$ cat config.mk
export PLATFORM = sky130hd
export DESIGN_NAME = gpio6_port
export DESIGN_NICKNAME = d
export VERILOG_FILES = /design/src/rtl/gpio_pkg.sv /design/src/rtl/gpio_regfile.sv /design/src/rtl/gpio_sync.sv /design/src/rtl/gpio_pad_ctl.sv /design/src/rtl/gpio6_port.sv
export SDC_FILE = /design/constraint.sdc
export NUM_CORES = 1
export LEC_CHECK = 0
export BUFFER_PORTS_ARGS = -buffer_cell sky130_fd_sc_hd__buf_4
export CORE_MARGIN = 3
export CORE_UTILIZATION = 43
export CTS_BUF_LIST = sky130_fd_sc_hd__clkbuf_8 sky130_fd_sc_hd__clkbuf_16
export CTS_CLUSTER_SIZE = 14
export DETAILED_ROUTE_END_ITERATION = 6
export PLACE_DENSITY = 0.75
export SYNTH_ARGS = -nofsm -noshare
export SYNTH_HDL_FRONTEND = slang
export SYNTH_SLANG_ARGS = --single-unit
$ cat constraint.sdc
create_clock -name clk -period 1.5 [get_ports clk]
set_input_delay 0.45 -clock clk [delete_from_list [all_inputs] [get_ports clk]]
set_output_delay 0.45 -clock clk [all_outputs]
set_load 0.01 [all_outputs]
$ cat src/rtl/gpio_pkg.sv
package gpio_pkg;
    localparam int unsigned PINS  = 6;
    localparam int unsigned BUS_W = 8;
    localparam int unsigned ADR_W = 2;

    typedef enum logic [ADR_W-1:0] {
        RA_DIR = 2'd0,
        RA_DAT = 2'd1,
        RA_ODC = 2'd2,
        RA_PIN = 2'd3
    } reg_addr_e;

    typedef struct packed {
        logic [PINS-1:0] dir;
        logic [PINS-1:0] dat;
        logic [PINS-1:0] odc;
    } port_regs_t;

    typedef struct packed {
        logic val;
        logic en;
    } drive_t;

    // open-drain suppresses the enable whenever the pin would go high
    function automatic drive_t resolve(input logic val, input logic en, input logic odc);
        drive_t r;
        r.val = val;
        r.en  = en & ~(odc & val);
        return r;
    endfunction

    function automatic logic [BUS_W-1:0] widen(input logic [PINS-1:0] v);
        return {{(BUS_W-PINS){1'b0}}, v};
    endfunction
endpackage

$ cat src/rtl/gpio_regfile.sv
module gpio_regfile
    import gpio_pkg::*;
(
    input  logic            clk,
    input  logic            por,
    input  logic            hw_stby,
    input  logic            hold,
    input  logic            wr_req,
    input  reg_addr_e       addr,
    input  logic [PINS-1:0] wdata,
    output port_regs_t      regs
);
    logic we;
    assign we = wr_req & ~hold;

    always_ff @(posedge clk) begin
        if (por || hw_stby) begin
            regs <= '0;
        end else if (we) begin
            case (addr)
                RA_DIR:  regs.dir <= wdata;
                RA_DAT:  regs.dat <= wdata;
                RA_ODC:  regs.odc <= wdata;
                default: ;
            endcase
        end
    end

    // hardware standby empties the registers
    p_stby_clear_r2: assert property (@(posedge clk) disable iff (por)
        hw_stby |=> (regs == '0));

    // manual reset / software standby keep contents
    p_hold_keep_r3: assert property (@(posedge clk) disable iff (por)
        (hold && !hw_stby) |=> $stable(regs));
endmodule

$ cat src/rtl/gpio_sync.sv
module gpio_sync #(
    parameter int unsigned W      = 6,
    parameter int unsigned STAGES = 2
) (
    input  logic         clk,
    input  logic         por,
    input  logic [W-1:0] d,
    output logic [W-1:0] q
);
    logic [W-1:0] st [STAGES];

    always_ff @(posedge clk) begin
        if (por) begin
            for (int i = 0; i < STAGES; i++) st[i] <= '0;
        end else begin
            st[0] <= d;
            for (int i = 1; i < STAGES; i++) st[i] <= st[i-1];
        end
    end

    assign q = st[STAGES-1];
endmodule

$ cat src/rtl/gpio_pad_ctl.sv
module gpio_pad_ctl
    import gpio_pkg::*;
(
    input  logic            clk,
    input  logic            por,
    input  port_regs_t      regs,
    input  logic [PINS-1:0] ser_own,
    input  logic [PINS-1:0] ser_out,
    input  logic [PINS-1:0] ser_oe,
    output logic [PINS-1:0] pin_out,
    output logic [PINS-1:0] pin_oe
);
    for (genvar g = 0; g < PINS; g++) begin : g_pin
        logic   src_val;
        logic   src_en;
        drive_t drv;

        assign src_val    = ser_own[g] ? ser_out[g] : regs.dat[g];
        assign src_en     = ser_own[g] ? ser_oe[g]  : regs.dir[g];
        assign drv        = resolve(src_val, src_en, regs.odc[g]);
        assign pin_out[g] = drv.val;
        assign pin_oe[g]  = drv.en;

        // an input pin owned by the port never drives
        p_tristate_r6: assert property (@(posedge clk) disable iff (por)
            (!ser_own[g] && !regs.dir[g]) |-> !pin_oe[g]);

        // open-drain pins never drive a high level
        p_od_low_only_r7: assert property (@(posedge clk) disable iff (por)
            regs.odc[g] |-> !(pin_oe[g] && pin_out[g]));

        // an owned pin carries the serial value
        p_owner_val_r8: assert property (@(posedge clk) disable iff (por)
            ser_own[g] |-> (pin_out[g] == ser_out[g]));
    end
endmodule

$ cat src/rtl/gpio6_port.sv
module gpio6_port
    import gpio_pkg::*;
#(
    parameter int unsigned SYNC_STAGES = 2
) (
    input  logic             clk,
    input  logic             por,
    input  logic             man_rst,
    input  logic             hw_stby,
    input  logic             sw_stby,
    input  logic             bus_sel,
    input  logic             bus_wr,
    input  logic [ADR_W-1:0] bus_addr,
    input  logic [BUS_W-1:0] bus_wdata,
    output logic [BUS_W-1:0] bus_rdata,
    input  logic [PINS-1:0]  pin_in,
    output logic [PINS-1:0]  pin_out,
    output logic [PINS-1:0]  pin_oe,
    input  logic [PINS-1:0]  ser_own,
    input  logic [PINS-1:0]  ser_out,
    input  logic [PINS-1:0]  ser_oe
);
    port_regs_t      regs;
    logic [PINS-1:0] pin_sync;
    logic [PINS-1:0] pin_view;
    reg_addr_e       addr;
    logic            unused_rsvd;

    assign addr        = reg_addr_e'(bus_addr);
    assign unused_rsvd = ^bus_wdata[BUS_W-1:PINS];

    gpio_regfile u_regs (
        .clk     (clk),
        .por     (por),
        .hw_stby (hw_stby),
        .hold    (man_rst | sw_stby),
        .wr_req  (bus_sel & bus_wr),
        .addr    (addr),
        .wdata   (bus_wdata[PINS-1:0]),
        .regs    (regs)
    );

    gpio_sync #(.W(PINS), .STAGES(SYNC_STAGES)) u_sync (
        .clk (clk),
        .por (por),
        .d   (pin_in),
        .q   (pin_sync)
    );

    gpio_pad_ctl u_pad (
        .clk     (clk),
        .por     (por),
        .regs    (regs),
        .ser_own (ser_own),
        .ser_out (ser_out),
        .ser_oe  (ser_oe),
        .pin_out (pin_out),
        .pin_oe  (pin_oe)
    );

    assign pin_view = (regs.dir & regs.dat) | (~regs.dir & pin_sync);

    always_comb begin
        case (addr)
            RA_DIR:  bus_rdata = widen(regs.dir);
            RA_DAT:  bus_rdata = widen(regs.dat);
            RA_ODC:  bus_rdata = widen(regs.odc);
            default: bus_rdata = widen(pin_view);
        endcase
    end

    // a written value is read back in the next cycle
    p_wr_readback_r1: assert property (@(posedge clk) disable iff (por || hw_stby)
        (bus_sel && bus_wr && !man_rst && !sw_stby && bus_addr == RA_DAT)
            |=> (regs.dat == $past(bus_wdata[PINS-1:0])));
endmodule

==> flow_summary.toml, run 1 <==
[setup_path]
crit_path_max_incr_delay_ps = 280
path_buf_inv = 2
endpoint_kind = "output pin"
worstPathCellList = "buf_8, or2_4, a21o_1, o221a_4, buf_6"
crit_fanout = 7
cp_top_family = "compound AO/OA/AOI/OAI gates"
critical_path_class = "in -> out"
critPathLaunchType = "primary input"
cp.required_ps = 1050
cp_slowest_cell = "or2_4"
cp.arrival_ps = 1250

[sta]
rsz0062_at_grt = "true"
fmax_mhz = 589
hold_viol_final = 0
min_period_over_period_pct = 113
finClkSkew_ps = 0.874
slew_violations = 0
period_needed_ps = 1700
setup_ws_ps = -199
finalSetupViolCount = 12

[placed_design]
dp_worst_setup_slack_ps = -286
io_buffers = 56
hpwl_mm = 2.72
placed_cell_area_um2 = 2030
gp_congestion = 0.774

[clock_network]
cts_tree = "done"
cts-root-buf = "clkbuf_8"
cts_htree_levels = 2
clock_path_buffers = 2
clock-sinks = 30
insertion_delay_ps = 270
clk_pin_slew_ps = 60
cts_buffers = 5

[drt]
via_per_inst = 5.08
drtPass1Iterations = 4
drt_iter0_markers = 52
wl_per_cell_um = 14.7
drc_errors = 0
num_vias = 1372
ant_nets = 0
routed_wl_mm = 3.97

[grt]
grt_pass1_wl_mm = 6.29
grt_pass1_vias = 1390
grt_usage_pct = 19.4
grt_max_degree = 25
grt_antenna_before_repair = 0
grt-ovfl-total = 0

[synth]
synth_warnings = 0
async_flop_share_pct = 0
synth_edf_count = 0
synth-seq-cells = 30
ys_top_cells_by_count = "dfxtp_1 (30), mux2i_1 (24), nand2_1 (24), nor2b_1 (13), a21oi_1 (12)"
netlist_area_um2 = 1490
syn-instance-count = 156
ys_seq_area_share_pct = 40.3
synthTopCellsByArea = "dfxtp_1 (40%), mux2i_1 (16%), nand2_1 (6.1%)"
ys.flop_type = "dfxtp_1"
synthMostInstantiatedCell = "dfxtp_1"
yosys.area.top_type = "dfxtp_1"
synth.avg_cell_area_um2 = 9.54
ys_types = 20
synth_top_area_share_pct = 40.3

[pwr]
p_leak_nw = 1.14
p_per_area_nw_per_um2 = 786
internal_power_mw = 1.40
p_comb_share_pct = 19.7
pwr-share-clk_pct = 35.5
power.switching_mw = 0.428
p_seq_share_pct = 44.8
switching_share_pct = 23.5
ir_drop_v = 0.000589
p_total_mw = 1.82

[floorplan]
core_area_um2 = 3180
dieArea_um2 = 4200
rows = 20
io_pins = 61
initial_utilization_pct = 46.9
die_y_um = 64.8
fp.dieW_um = 64.8

[layout]
antenna_cells = 0
fillers = 224
area_growth_syn_to_layout_pct = 55.9
fin_nets = 266
drive_gt1_share_pct = 53.5
design_area_um2 = 2320

[min_path]
hp-class = "in -> reg"

[flow_run]
drv_cap = 0

[outcome]
status = "finished with violations"
violations = "setup timing"
==> metal layers <==
layer / global-route usage [%] / vias to the layer above / routed length [µm]
met5: 0 / - / 0
met2: 36.8 / 49 / 2120
met4: 7.65 / 0 / 85
li1: - / 673 / -
met3: 5.89 / 11 / 255
met1: 19.4 / 639 / 1500
==> kinds of logic after synthesis <==
logic type | after synthesis | share of synthesized area, %
and+or+nand+nor | 55 | 19.7
muxes | 30 | 20.7
DFF | 30 | 40.3
AOI/OAI and AO/OA | 24 | 11.6
buffers and inverters | 16 | 7.48
other | 1 | 0.252
==> power by group through the flow <==
stage,Clock [mW],Combinational [mW],Sequential [mW]
3_3_place_gp,0,0.303,0.834
6_report,0.648,0.360,0.817
3_5_place_dp,0,0.311,0.835
2_1_floorplan,0,0.162,0.833
5_1_grt,0.704,0.386,0.818
4_1_cts,0.661,0.340,0.817
==> stage by stage <==
stage | utilization [%] | cells | TNS [ps] | hold slack, ps
global placement | 63.8 | 255 | -2290 | 422
global route | 73.0 | 270 | -2020 | 380
floorplan | - | 157 | -74.3 | 414
finish | 73.0 | 270 | -1660 | 382
CTS | 70.7 | 268 | -1670 | 380
detailed placement | 63.8 | 255 | -2410 | 427
==> cell type report <==
| cell class | count | area [µm²] | share of cell area, % |
|---|---|---|---|
| Multi-Input combinational cell | 111 | 906 | 39.0 |
| Timing Repair Buffer | 77 | 654 | 28.2 |
| Sequential cell | 30 | 614 | 26.5 |
| Clock buffer | 6 | 82.6 | 3.56 |
| Tap cell | 44 | 55.1 | 2.37 |
| Clock inverter | 2 | 8.76 | 0.377 |
==> flip-flops by register name (all words and copies together), names as in the netlist <==
name and flops:
u_sync.st 12, u_regs.regs 18
==> worst paths after layout <==
check,end,start,cells after the start,slack (ps)
hold reg to reg,u_sync.st[0][10]$_SDFF_PP0_,u_sync.st[0][4]$_SDFF_PP0_,1,440
setup reg to reg,u_regs.regs[0]$_SDFFE_PP0P_,u_regs.regs[0]$_SDFFE_PP0P_,2,780
setup / recovery,bus_rdata[5],bus_addr[1],5,-200
hold / removal,u_sync.st[0][4]$_SDFF_PP0_,pin_in[4],2,380
==> placed cells by master (no fill, tap or decap), types with 2 or more instances in the layout <==
cell type	netlist	final
nand3b_1	6	6
mux2_4	0	6
mux2i_1	24	23
dfxtp_1	30	19
a21o_1	6	6
o221a_4	0	6
nor2_1	7	6
nor2b_1	13	13
nand2b_4	1	2
buf_8	0	2
conb_1	1	2
buf_4	8	61
a21oi_2	0	6
clkbuf_8	0	6
a21oi_1	12	5
dfxtp_2	0	11
nand2_1	24	24
buf_6	2	13
==> what timing repair did <==
item / in CTS / in global routing
hold buffers: 0 / 0
gates resized for setup: 27 / 19
endpoints found under the setup margin: 15 / 16
gates cloned: 0 / 0
setup buffers: 5 / 2
pin swaps: 10 / 7
Power figures use the tool's default switching activity.
==> run 2, diff against run 1 <==
--- a/config.mk
+++ b/config.mk
@@ -11,6 +11,7 @@
 export CTS_BUF_LIST = sky130_fd_sc_hd__clkbuf_8 sky130_fd_sc_hd__clkbuf_16
 export CTS_CLUSTER_SIZE = 14
 export DETAILED_ROUTE_END_ITERATION = 6
+export GPL_TIMING_DRIVEN = 0
 export PLACE_DENSITY = 0.75
 export SYNTH_ARGS = -nofsm -noshare
 export SYNTH_HDL_FRONTEND = slang
==> run 2 against run 1 <==
  * Via count is 0.58% higher
  * Wire length is 3.0% lower
  * The run still ends with setup timing left
  * Worst setup slack worse by 74 ps
  * Critical path depth is 1 higher
  * Total power is 0.37% higher
  * Critical path type unchanged
  * First-iteration DRC count is 17% lower
  * Die area stayed put
  * Utilization hardly changed
  * Global-route usage is 0.61 points lower
  * Sequential power hardly changed
==> flow_summary.toml, run 2 (same netlist as run 1, synthesis figures left out) <==
[layout]
reg_top3 = "u_regs.regs x18, u_sync.st x12"
design_area_um2 = 2320
area_growth_syn_to_layout_pct = 56.0
drive_gt1_share_pct = 50.2
layout_common_cells = "buf_4 (52), mux2i_1 (24), nand2_1 (24), dfxtp_1 (24), buf_6 (21)"
instances_no_fill = 273
antenna_cells = 0
fin_nets = 269
final_common_cell = "buf_4"
largest_register_ffs = 18
top_register = "u_regs.regs"

[clock_network]
cts-root-buf = "clkbuf_8"
cts-hold-fix-buffers = 0
clock_path_buffers = 2
cts_tree = "done"
cts_buffers = 5
clock-sinks = 30
clk_pin_slew_ps = 60
cts_htree_levels = 2
insertion_delay_ps = 280

[grt]
grt_usage_pct = 18.8
grt_antenna_before_repair = 0
grt_max_degree = 11
grt-ovfl-total = 0
grt_pass1_wl_mm = 6.04
grt_pass1_vias = 1367

[pwr]
pwr-share-clk_pct = 35.8
p_seq_share_pct = 44.6
p_comb_share_pct = 19.6
p_leak_nw = 1.14
power.switching_mw = 0.430
ir_drop_v = 0.000736
p_per_area_nw_per_um2 = 789
switching_share_pct = 23.5
internal_power_mw = 1.40

[sta]
period_needed_ps = 1770
rsz0062_at_grt = "true"
slew_violations = 0
fmax_mhz = 564
tightest_slew_ps = 526
slew_headroom_pct = 64.8
tns_ps = -2350
finalSetupViolCount = 18
setup_ws_ps = -273
hold_viol_final = 0
min_period_over_period_pct = 118
finClkSkew_ps = 0.523

[placed_design]
placed_cell_area_um2 = 2020
gp_congestion = 0.808
hpwl_mm = 2.84
io_buffers = 56
dp.cells = 257

[setup_path]
timing.rr.start = "u_regs.regs[9]$_SDFFE_PP0P_"
endpoint_kind = "output pin"
crit_fanout = 7
cp.arrival_ps = 1320
r2r-end = "u_regs.regs[9]$_SDFFE_PP0P_"
critPathLaunchType = "primary input"
rrSetupSlack_ps = 800
cp-startpoint = "bus_addr[1]"
r2r_cells = 3
cp.required_ps = 1050
critical_path_class = "in -> out"

[min_path]
hold_start = "por"
hold_depth = 2
holdPathEnd = "u_sync.st[0][10]$_SDFF_PP0_"
hp-class = "in -> reg"

[flow_run]
drv_cap = 0

[floorplan]
fp.dieW_um = 64.8
initial_utilization_pct = 46.9
core_area_um2 = 3180
dieArea_um2 = 4200
rows = 20
io_pins = 61
die_y_um = 64.8

[drt]
num_vias = 1380
wl_per_cell_um = 14.1
via_per_inst = 5.05
drc_errors = 0
routed_wl_mm = 3.85
ant_nets = 0
drtPass1Iterations = 4
drt_iter0_markers = 43

[outcome]
violations = "setup timing"
status = "finished with violations"
run 2: changes by cell type in the layout (fill, tap and decap cells not counted), sizes merged:
cell / change
buf: +1
clkbuf: +2
clkinvlp: +1
inv: -1
run 2: metrics by stage:
stage | hold WS [ps] | utilization [%] | power, mW | setup slack (ps)
after global routing | 348 | 73.1 | 1.92 | -302
after global placement | 420 | 63.6 | 1.14 | -358
after detailed placement | 430 | 63.6 | 1.15 | -367
after floorplan | 414 | - | 0.996 | -12.4
final | 353 | 73.1 | 1.83 | -273
after CTS | 346 | 72.5 | 1.84 | -281
run 2: worst max-delay path by stage:
stage / end / slack, ps / cells past startpoint
after floorplan: bus_rdata[0] / -10 / 4
after global placement: bus_rdata[0] / -360 / 4
after detailed placement: bus_rdata[2] / -370 / 4
after CTS: bus_rdata[4] / -280 / 6
after global routing: bus_rdata[2] / -300 / 6
final: bus_rdata[2] / -270 / 6
run 2: metal layers:
layer | GRT usage (%) | share of wire [%] | vias up
li1 | - | - | 673
met1 | 19.7 | 40 | 655
met4 | 8.44 | 2.0 | 0
met3 | 5.37 | 6.8 | 8
met5 | 0 | 0 | -
met2 | 34.4 | 51 | 44
run 2: power by group through the flow:
stage                     Clock, mW  Sequential, mW  Combinational [mW]
final                         0.656           0.817               0.359
after global routing          0.714           0.818               0.384
after CTS                     0.673           0.817               0.354
after detailed placement          0           0.835               0.311
after global placement            0           0.834               0.302
after floorplan                   0           0.833               0.162
run 2: final cells by class:
cell class / count / area, µm²
Timing Repair Buffer: 64 / 544
Clock buffer: 6 / 82.6
Fill cell: 249 / 856
Sequential cell: 30 / 608
Buffer: 16 / 139
Multi-Input combinational cell: 111 / 881
Tap cell: 44 / 55.1
Clock inverter: 2 / 12.5
run 2: critical path, stage by stage:
cell and delay, ps:
buf_8 100, or2_1 230, buf_6 140, a21o_1 180
o221a_4 110, buf_6 120
run 2: repair_timing:
item	in CTS	in global routing
buffers inserted	7	1
endpoints found under the setup margin	18	18
resized for setup	41	3
pin swaps	9	7
